$ cat src/rtl/mmx_pkg.sv
package mmx_pkg;

  localparam int FMT_W = 2;
  localparam logic [FMT_W-1:0] FMT_WORD = '0;

  typedef enum logic [2:0] {
    SEC_INS_HI16 = 3'd0,
    SEC_INS_LO16 = 3'd1,
    SEC_INS_B0   = 3'd2,
    SEC_INS_B2   = 3'd3,
    SEC_ADD      = 3'd4,
    SEC_MIN      = 3'd5,
    SEC_MAX      = 3'd6,
    SEC_PASS     = 3'd7
  } sec_op_e;

  localparam int NUM_INS = 4;

endpackage

$ cat src/rtl/mmx_pair_select.sv
module mmx_pair_select #(
  parameter int WIDTH = 32
) (
  input  logic [WIDTH-1:0] op_a,
  input  logic [WIDTH-1:0] op_b,
  input  logic             pick_max,
  input  logic             cmp_signed,
  input  logic             dst_signed,
  input  logic             clamp_en,
  output logic [WIDTH-1:0] mid
);

  localparam logic [WIDTH-1:0] POS_MAX = {1'b0, {(WIDTH-1){1'b1}}};

  logic             a_lt_b;
  logic [WIDTH-1:0] raw;
  logic             raw_neg;
  logic             raw_big;

  always_comb begin
    if (cmp_signed) a_lt_b = $signed(op_a) < $signed(op_b);
    else            a_lt_b = op_a < op_b;
  end

  always_comb begin
    if (pick_max) raw = a_lt_b ? op_b : op_a;
    else          raw = a_lt_b ? op_a : op_b;
  end

  assign raw_neg = cmp_signed & raw[WIDTH-1];
  assign raw_big = ~cmp_signed & raw[WIDTH-1];

  always_comb begin
    mid = raw;
    if (clamp_en) begin
      if (raw_neg && !dst_signed) mid = '0;
      else if (raw_big)           mid = POS_MAX;
    end
  end

  // without clamping the intermediate is one of the two operands
  always_comb begin
    if (!clamp_en) begin
      a_r1_from_operand: assert (mid == op_a || mid == op_b)
        else $error("first stage produced a value outside {A,B}");
    end
  end

  // a clamped unsigned-destination result never has the sign bit set
  always_comb begin
    if (clamp_en && !dst_signed) begin
      a_r2_clamp_range: assert (mid[WIDTH-1] == 1'b0)
        else $error("saturated value out of range");
    end
  end

endmodule

$ cat src/rtl/mmx_combine.sv
module mmx_combine
  import mmx_pkg::*;
#(
  parameter int WIDTH = 32
) (
  input  logic [WIDTH-1:0] mid,
  input  logic [WIDTH-1:0] op_c,
  input  sec_op_e          op,
  input  logic             dst_signed,
  output logic [WIDTH-1:0] res
);

  localparam int HALF = WIDTH / 2;
  localparam int QUAR = WIDTH / 4;

  logic [NUM_INS*WIDTH-1:0] ins_flat;

  for (genvar k = 0; k < NUM_INS; k++) begin : g_ins
    localparam int LO = (k == 0) ? HALF : (k == 3) ? HALF : 0;
    localparam int LW = (k < 2) ? HALF : QUAR;
    logic [WIDTH-1:0] lane_word;
    always_comb begin
      lane_word = op_c;
      lane_word[LO +: LW] = mid[LW-1:0];
    end
    assign ins_flat[k*WIDTH +: WIDTH] = lane_word;
  end

  logic             mid_lt_c;
  logic [WIDTH-1:0] sum;

  always_comb begin
    if (dst_signed) mid_lt_c = $signed(mid) < $signed(op_c);
    else            mid_lt_c = mid < op_c;
  end

  assign sum = mid + op_c;

  always_comb begin
    unique case (op)
      SEC_INS_HI16: res = ins_flat[0*WIDTH +: WIDTH];
      SEC_INS_LO16: res = ins_flat[1*WIDTH +: WIDTH];
      SEC_INS_B0:   res = ins_flat[2*WIDTH +: WIDTH];
      SEC_INS_B2:   res = ins_flat[3*WIDTH +: WIDTH];
      SEC_ADD:      res = sum;
      SEC_MIN:      res = mid_lt_c ? mid : op_c;
      SEC_MAX:      res = mid_lt_c ? op_c : mid;
      default:      res = mid;
    endcase
  end

  // insertion into the upper half leaves the lower half of C intact
  always_comb begin
    if (op == SEC_INS_HI16) begin
      a_r3_hi_keeps_low: assert (res[HALF-1:0] == op_c[HALF-1:0])
        else $error("merge-high disturbed low half of C");
    end
    if (op == SEC_INS_B0) begin
      a_r3_b0_keeps_rest: assert (res[WIDTH-1:QUAR] == op_c[WIDTH-1:QUAR])
        else $error("merge-byte0 disturbed upper bits of C");
    end
  end

  // second-stage min/max returns one of its inputs
  always_comb begin
    if (op == SEC_MIN || op == SEC_MAX) begin
      a_r5_from_inputs: assert (res == mid || res == op_c)
        else $error("second-stage min/max produced a foreign value");
    end
  end

endmodule

$ cat src/rtl/mmx_format_check.sv
module mmx_format_check
  import mmx_pkg::*;
(
  input  logic [FMT_W-1:0] fmt_a,
  input  logic [FMT_W-1:0] fmt_b,
  input  logic             sgn_a,
  input  logic             sgn_b,
  output logic             bad
);

  logic narrow;
  logic sign_clash;

  assign narrow     = (fmt_a != FMT_WORD) || (fmt_b != FMT_WORD);
  assign sign_clash = sgn_a ^ sgn_b;
  assign bad        = narrow | sign_clash;

endmodule

$ cat src/rtl/minmax_merge_unit.sv
module minmax_merge_unit
  import mmx_pkg::*;
#(
  parameter int WIDTH = 32
) (
  input  logic             clk,
  input  logic             rst,
  input  logic             in_valid,
  input  logic [WIDTH-1:0] src_a,
  input  logic [WIDTH-1:0] src_b,
  input  logic [WIDTH-1:0] src_c,
  input  logic             sel_max,
  input  logic             a_signed,
  input  logic             b_signed,
  input  logic             dst_signed,
  input  logic             saturate,
  input  logic [1:0]       a_fmt,
  input  logic [1:0]       b_fmt,
  input  logic [2:0]       sec_op,
  output logic             out_valid,
  output logic [WIDTH-1:0] result,
  output logic             unsupported
);

  logic [WIDTH-1:0] mid;
  logic [WIDTH-1:0] comb_res;
  logic             req_bad;

  mmx_format_check u_fmt (
    .fmt_a (a_fmt),
    .fmt_b (b_fmt),
    .sgn_a (a_signed),
    .sgn_b (b_signed),
    .bad   (req_bad)
  );

  mmx_pair_select #(.WIDTH(WIDTH)) u_first (
    .op_a       (src_a),
    .op_b       (src_b),
    .pick_max   (sel_max),
    .cmp_signed (a_signed),
    .dst_signed (dst_signed),
    .clamp_en   (saturate),
    .mid        (mid)
  );

  mmx_combine #(.WIDTH(WIDTH)) u_second (
    .mid        (mid),
    .op_c       (src_c),
    .op         (sec_op_e'(sec_op)),
    .dst_signed (dst_signed),
    .res        (comb_res)
  );

  always_ff @(posedge clk) begin
    if (rst) begin
      out_valid   <= 1'b0;
      result      <= '0;
      unsupported <= 1'b0;
    end else begin
      out_valid <= in_valid;
      if (in_valid) begin
        result      <= req_bad ? '0 : comb_res;
        unsupported <= req_bad;
      end
    end
  end

  // valid is the request strobe delayed by one cycle
  a_r7_valid_delay: assert property (@(posedge clk) disable iff (rst)
    !$past(rst) |-> (out_valid == $past(in_valid)))
    else $error("out_valid not aligned to in_valid");

  // an unsupported answer carries a zero result
  a_r6_unsup_zero: assert property (@(posedge clk) disable iff (rst)
    unsupported |-> (result == '0))
    else $error("unsupported request returned nonzero data");

  // outputs are frozen across idle cycles
  a_r8_hold_idle: assert property (@(posedge clk) disable iff (rst)
    (!$past(rst) && !$past(in_valid)) |-> ($stable(result) && $stable(unsupported)))
    else $error("output changed without a request");

endmodule

$ cat config.mk
export PLATFORM = sky130hd
export DESIGN_NAME = minmax_merge_unit
export DESIGN_NICKNAME = d
export VERILOG_FILES = /design/src/rtl/mmx_pkg.sv /design/src/rtl/mmx_pair_select.sv /design/src/rtl/mmx_combine.sv /design/src/rtl/mmx_format_check.sv /design/src/rtl/minmax_merge_unit.sv
export SDC_FILE = /design/constraint.sdc
export NUM_CORES = 1
export LEC_CHECK = 0
export BUFFER_PORTS_ARGS = -buffer_cell sky130_fd_sc_hd__buf_2
export CORE_MARGIN = 10
export CORE_UTILIZATION = 45
export DETAILED_ROUTE_END_ITERATION = 6
export HOLD_SLACK_MARGIN = 0.05
export PLACE_DENSITY = 0.75
export REMOVE_ABC_BUFFERS = 1
export SYNTH_ARGS = -nofsm -noshare
export SYNTH_HDL_FRONTEND = slang
export SYNTH_HIERARCHICAL = 1
export SYNTH_SLANG_ARGS = --single-unit
$ cat constraint.sdc
create_clock -name clk -period 9.2 [get_ports clk]
set_clock_uncertainty 0.15 [all_clocks]
set_input_delay 1.84 -clock clk [delete_from_list [all_inputs] [get_ports clk]]
set_output_delay 1.84 -clock clk [all_outputs]
set_load 0.005 [all_outputs]
# Word level (Yosys, flattened, before mapping)
# Cells that the tools add are included.
[totals] ff_bits=34 input_bits=111 output_inout_bits=34 word_cells=37
[op_classes] n_addsub=1 n_lt_le_gt_ge=4 n_eq_ne=6 muxes=12 n_bitwise=5 reduce_logical=6
[op_table] op="$mux W32" n=9
[op_table] op="$pmux W32 S7" n=1
[op_table] op="$lt A32 B32 Y1" n=4
[op_table] op="$add A32 B32 Y32" n=1
[op_table] op="$eq A3 B3 Y1 const B" n=3
[op_table] op="$eq A3 B2 Y1 const B" n=2
[op_table] op="$reduce_bool A2 Y1" n=2
[op_table] op="$eq A3 B1 Y1 const B" n=1
[op_table] op="$logic_not A3 Y1" n=1
[op_table] op="$and A1 B1 Y1" n=2
[op_table] op="$mux W1" n=2
[op_table] op="$logic_and A1 B1 Y1" n=1
[op_table] op="$logic_not A1 Y1" n=1
[op_table] op="$logic_or A1 B1 Y1" n=1
[op_table] op="$not A1 Y1" n=1
[op_table] op="$or A1 B1 Y1" n=1
[op_table] op="$xor A1 B1 Y1" n=1

# Depth between registers and ports, before layout
[logic_depth] word_depth=13 mapped_depth=26 mapped_depth_nobuf=24

# Modules after synthesis
# The synthesis kept the hierarchy.
[by_module_without_submodules] mod="mmx_combine" instances=1 cells_each=655 area_each_um2=4101.4 seq_area_each_um2=0.0
[by_module_without_submodules] mod="mmx_pair_select" instances=1 cells_each=197 area_each_um2=1550.2 seq_area_each_um2=0.0
[by_module_without_submodules] mod="minmax_merge_unit" instances=1 cells_each=147 area_each_um2=1483.9 seq_area_each_um2=680.7
[by_module_without_submodules] mod="mmx_format_check" instances=1 cells_each=3 area_each_um2=25.0 seq_area_each_um2=0.0

# Worst setup path before layout
# Ideal clock, no wire load.
[synth_path] path_type="input to register" startpoint="in src_b[9]" endpoint="reg result[3]" setup_time_ns=0.127 arrival_time_ns=6.789 required_time_ns=8.923 setup_slack_ns=2.134 path_stages=25 n_path_buf=3 cell_sequence="inv_1 ha_1 a21o_1 a221o_1 a21oi_1 o2111ai_1 a211oi_2 xnor2_2 mux2_2 buf_6 a32oi_1 ha_1 nor2b_1 o211ai_1 a2111o_1 a31oi_1 o31ai_1 buf_6 mux2i_1 nor2_1 buf_2 a221oi_1 o21ai_0 nand3b_4 a21oi_1"
[synth_between] elab_chain_cells=13 word_cells_on_any_way=20 classes_between="1 x add/sub; 4 x order compare; 12 x mux; 2 x bitwise; 1 x reduce/logical"
[synth_lines] item="start, declared" line_no="minmax_merge_unit.sv:10" source="input logic [WIDTH-1:0] src_b,"
[synth_lines] item="$lt A32 B32 Y1, on equally long branches" line_no="mmx_pair_select.sv:22, mmx_pair_select.sv:21"
[synth_lines] item="$mux W1 *" line_no="mmx_pair_select.sv:21" source="if (cmp_signed) a_lt_b = $signed(op_a) < $signed(op_b);"
[synth_lines] item="$mux W32, on equally long branches" line_no="mmx_pair_select.sv:27, mmx_pair_select.sv:26"
[synth_lines] item="$mux W32 *" line_no="mmx_pair_select.sv:26" source="if (pick_max) raw = a_lt_b ? op_b : op_a;"
[synth_lines] item="$and A1 B1 Y1, on equally long branches" line_no="mmx_pair_select.sv:31, mmx_pair_select.sv:30"
[synth_lines] item="$mux W32 or $logic_and A1 B1 Y1 (tied branches)" line_no="mmx_pair_select.sv:37, mmx_pair_select.sv:36"
[synth_lines] item="$mux W32" line_no="mmx_pair_select.sv:36" source="if (raw_neg && !dst_signed) mid = '0;"
[synth_lines] item="$mux W32 *" line_no="mmx_pair_select.sv:35" source="if (clamp_en) begin"
[synth_lines] item="via mid[1]" line_no="minmax_merge_unit.sv:25" source="logic [WIDTH-1:0] mid;"
[synth_lines] item="$lt A32 B32 Y1, on equally long branches" line_no="mmx_combine.sv:34, mmx_combine.sv:33"
[synth_lines] item="$mux W1" line_no="mmx_combine.sv:33" source="if (dst_signed) mid_lt_c = $signed(mid) < $signed(op_c);"
[synth_lines] item="$mux W32, on equally long branches" line_no="mmx_combine.sv:47, mmx_combine.sv:46"
[synth_lines] item="$pmux W32 S7 *" line_no="mmx_combine.sv:40" source="unique case (op)"
[synth_lines] item="via comb_res[3]" line_no="minmax_merge_unit.sv:26" source="logic [WIDTH-1:0] comb_res;"
[synth_lines] item="$mux W32 *" line_no="minmax_merge_unit.sv:63" source="result <= req_bad ? '0 : comb_res;"
[synth_lines] item="end signal, assigned" line_no="minmax_merge_unit.sv:63"
[synth_lines] item="end, declared" line_no="minmax_merge_unit.sv:21" source="output logic [WIDTH-1:0] result,"
# The timed path passes the listed nets; every way through them passes the cells marked *.
# A chain may end at the register's enable or synchronous reset.

# Worst setup path in the final report
[layout_path] startpoint="in src_a[2]" endpoint="reg result[8]"
[layout_between] elab_chain_cells=13 word_cells_on_any_way=20 classes_between="1 x add/sub; 4 x order compare; 12 x mux; 2 x bitwise; 1 x reduce/logical"
[layout_lines] item="start, declared" line_no="minmax_merge_unit.sv:9" source="input logic [WIDTH-1:0] src_a,"
[layout_lines] item="$lt A32 B32 Y1, on equally long branches" line_no="mmx_pair_select.sv:22, mmx_pair_select.sv:21"
[layout_lines] item="$mux W1 *" line_no="mmx_pair_select.sv:21"
[layout_lines] item="$mux W32, on equally long branches" line_no="mmx_pair_select.sv:27, mmx_pair_select.sv:26"
[layout_lines] item="$mux W32 *" line_no="mmx_pair_select.sv:26"
[layout_lines] item="$and A1 B1 Y1, on equally long branches" line_no="mmx_pair_select.sv:31, mmx_pair_select.sv:30"
[layout_lines] item="$mux W32 or $logic_and A1 B1 Y1 (tied branches)" line_no="mmx_pair_select.sv:37, mmx_pair_select.sv:36"
[layout_lines] item="$mux W32" line_no="mmx_pair_select.sv:36"
[layout_lines] item="$mux W32 *" line_no="mmx_pair_select.sv:35"
[layout_lines] item="via mid[11]" line_no="minmax_merge_unit.sv:25"
[layout_lines] item="$lt A32 B32 Y1, on equally long branches" line_no="mmx_combine.sv:34, mmx_combine.sv:33"
[layout_lines] item="$mux W1 *" line_no="mmx_combine.sv:33"
[layout_lines] item="$mux W32, on equally long branches" line_no="mmx_combine.sv:47, mmx_combine.sv:46"
[layout_lines] item="$pmux W32 S7 *" line_no="mmx_combine.sv:40"
[layout_lines] item="via comb_res[8]" line_no="minmax_merge_unit.sv:26"
[layout_lines] item="$mux W32 *" line_no="minmax_merge_unit.sv:63"
# Marks and branches as above.

==> flow_summary.yaml <==
synth:
  synth_seq_area_share_pct: 9.51
  postSynthRegisterBits: 34
  netlist.area_leader.share_pct: 16.4
  ys.flop_type: "dfxtp_1"
  synthTopCellsByCount: "a21oi_1, inv_1, ha_1, nor2_1, nand2_1"
  synth_most_common_cell: "a21oi_1"
  synth_area_leaders: "ha_1, dfxtp_1, a21oi_1"
  syn_area_mm2: 0.00716
  syn_inst: 1002
  synth_area_leader_cell: "ha_1"
  async_reset_ff_share_pct: 0
  synth_area_per_cell_um2: 7.15
  ys_warn_count: 6
  synth_cell_type_count: 75
  synth_edf_count: 0
drt:
  top_layer_used: "met5"
  wl_per_cell_um: 19.2
  first_pass_iters: 6
  drt_iter0_drc: 872
  met3_length_mm: 2.53
  drc: 0
  vias: 8001
  ant_nets: 0
  drt-met1-wl_mm: 11.3
  routed_wl_mm: 25.5
  routed_via_density: 6.03
  met2WireLength_mm: 10.9
worst_setup_path:
  critPathKind: "primary input to register"
  r2r_start: "unsupported$_SDFFE_PP0P_"
  crit_start: "src_a[2]"
  crit_path_end_kind: "register"
  cp_data_required_time_ns: 9.26
  cp_max_fo: 31
  cp-start-kind: "primary input"
  critPathArrivalTime_ns: 8.11
placement:
  dp_hpwl_mm: 20.6
  place_congestion: 0.957
  dp.cells: 1318
  port_buffers: 144
die:
  dieArea_mm2: 0.0214
  start_util_pct: 45.6
  core_area_mm2: 0.0157
  ioPinCount: 145
  die_width_um: 146
  die_h_um: 146
  rows: 46
cts:
  ctsHoldBuffers: 0
  clk_path_buf_depth: 2
  cts_tree: "built"
  cts.clk_slew.worst_paths_ns: 0.06
  htreeDepth: 2
  cts_num_sinks: 34
  clk_latency_ns: 0.28
  clk_root_buffer_cell: "clkbuf_16"
  cts_made_buffers: 5
  cts_setup_buffers: 0
  ctsResizeCount: 0
job:
  max-cap-violations: 0
power_and_ir_drop:
  ir_drop_mv: 0.0917
  cellLeakagePower_nw: 3.81
  power_density_mw_per_mm2: 150
sta:
  period_needed_ns: 8.05
  clock.fmax_ghz: 0.124
  maxSlewViolCount: 0
  final_hold_viol_count: 0
  tightest_slew_ns: 1.11
  setup_viol: 0
  max_slew_margin_pct: 25.4
  fin_crit_sh_pct: 87.5
  finalSetupTns_ns: 0
  rsz0062_at_grt: "false"
cells_and_area:
  drive_gt1_share_pct: 18.8
  fin_nets: 1315
  antennaDiodeCount: 0
  syn_to_final_growth_pct: 13.9
  instances_no_fill: 1326
global_routing:
  track_usage_pct: 22.2
  overflow: 0
  grt_pass1_vias: 7739
  grt_max_degree: 67
  grt_pass1_wl_mm: 40.1
  antenna_found_initial: 1
outcome:
  outcome: "completed"
worst_hold_path:
  hp-class: "register to register"
  holdCritStartpoint: "result[23]$_SDFFE_PP0P_"
[path summary, 6_finish.rpt]
check                              to  slack, ns  depth (start not counted)
min reg2reg   result[23]$_SDFFE_PP0P_       0.31                          2
max reg2reg  unsupported$_SDFFE_PP0P_       8.43                          2
min           result[23]$_SDFFE_PP0P_       0.31                          2
max            result[8]$_SDFFE_PP0P_       1.15                         25
[worst max-delay path, cell delays in order]
cell and delay [ns]:
buf_2 0.11, ha_1 0.30, a211oi_1 0.19, o21ai_0 0.12
a211oi_1 0.31, o2111ai_1 0.21, a211oi_2 0.40, xnor2_4 0.17
buf_4 0.47, mux2i_1 0.28, a32oi_1 0.08, buf_4 0.23
ha_1 0.35, inv_1 0.19, o31ai_1 0.14, a211oi_1 0.25
a31oi_1 0.19, o31ai_2 0.55, mux2i_1 0.58, nand2_1 0.30
o32a_1 0.28, nor2_1 0.10, a2bb2oi_1 0.20, nand3b_2 0.10
a21oi_2 0.16
[cell type report]
class | instances | area, um2
clock inverter | 2 | 60.1
clock buffer | 6 | 139
sequential | 34 | 681
timing repair buffer | 164 | 871
multi-input combinational | 806 | 5770
tap | 216 | 270
inverter | 98 | 368
fill | 1580 | 7560
[power breakdown]
part	leakage, nW	switching [mW]	internal [mW]
Combinational	3.44	0.528	0.321
Clock	0.0971	0.0603	0.162
Sequential	0.275	0.000653	0.149
Total	3.81	0.589	0.632
[per-stage QoR]
| step | hold WS (ns) | util [%] | cell area [um2] | worst slack [ns] | power, mW |
|---|---|---|---|---|---|
| floorplan | 0.305 | - | 6800 | 0.122 | 0.711 |
| finish | 0.312 | 51.9 | 8160 | 1.15 | 1.22 |
| global route | 0.334 | 51.9 | 8160 | 0.690 | 1.30 |
| CTS | 0.314 | 51.9 | 8160 | 1.29 | 1.20 |
| global placement | 0.303 | 50.6 | 7960 | 1.12 | 0.972 |
| detailed placement | 0.306 | 50.6 | 7960 | 1.02 | 0.970 |
[cells by family (layout without fill, tap and decap cells)]
| kind of cell | Yosys count | count (layout) | synth area share [%] |
|---|---|---|---|
| compound gates | 333 | 333 | 31.0 |
| xor+xnor | 32 | 32 | 4.02 |
| fa+ha+maj | 95 | 95 | 16.7 |
| buf+inv | 162 | 270 | 10.2 |
| flops | 34 | 34 | 9.51 |
| mux | 46 | 46 | 6.57 |
| simple gates | 300 | 300 | 22.0 |
[state kept, by name, summed over array words and instances (netlist names)]
signal	cells
result	32
out_valid	1
unsupported	1
[layer usage]
layer | GRT usage, % | vias to the layer above
li1 | - | 3867
met1 | 29.8 | 3645
met2 | 34.6 | 427
met3 | 4.54 | 60
met4 | 7.46 | 2
met5 | 0 | -
[layout by cell type, fill, tap and decap left out, types with 8 or more instances in the layout]
master and instances:
o221ai_1 10, nand3b_2 9, a221oi_1 16, nand3b_1 24, buf_2 144, a31oi_1 9
nor3_1 15, mux2i_1 41, o22ai_1 10, xnor2_1 27, nand2_1 67, nor2_1 83
buf_4 20, nand3_1 13, inv_1 96, ha_1 94, nand2b_1 36, nor2b_1 15
a21oi_2 9, o211ai_1 8, a32oi_1 31, a22oi_1 13, a21oi_1 100, nor4_1 8
dfxtp_1 34, o21ai_0 65, nand4_1 14
Note: power is estimated with default switching activity, not from simulation.
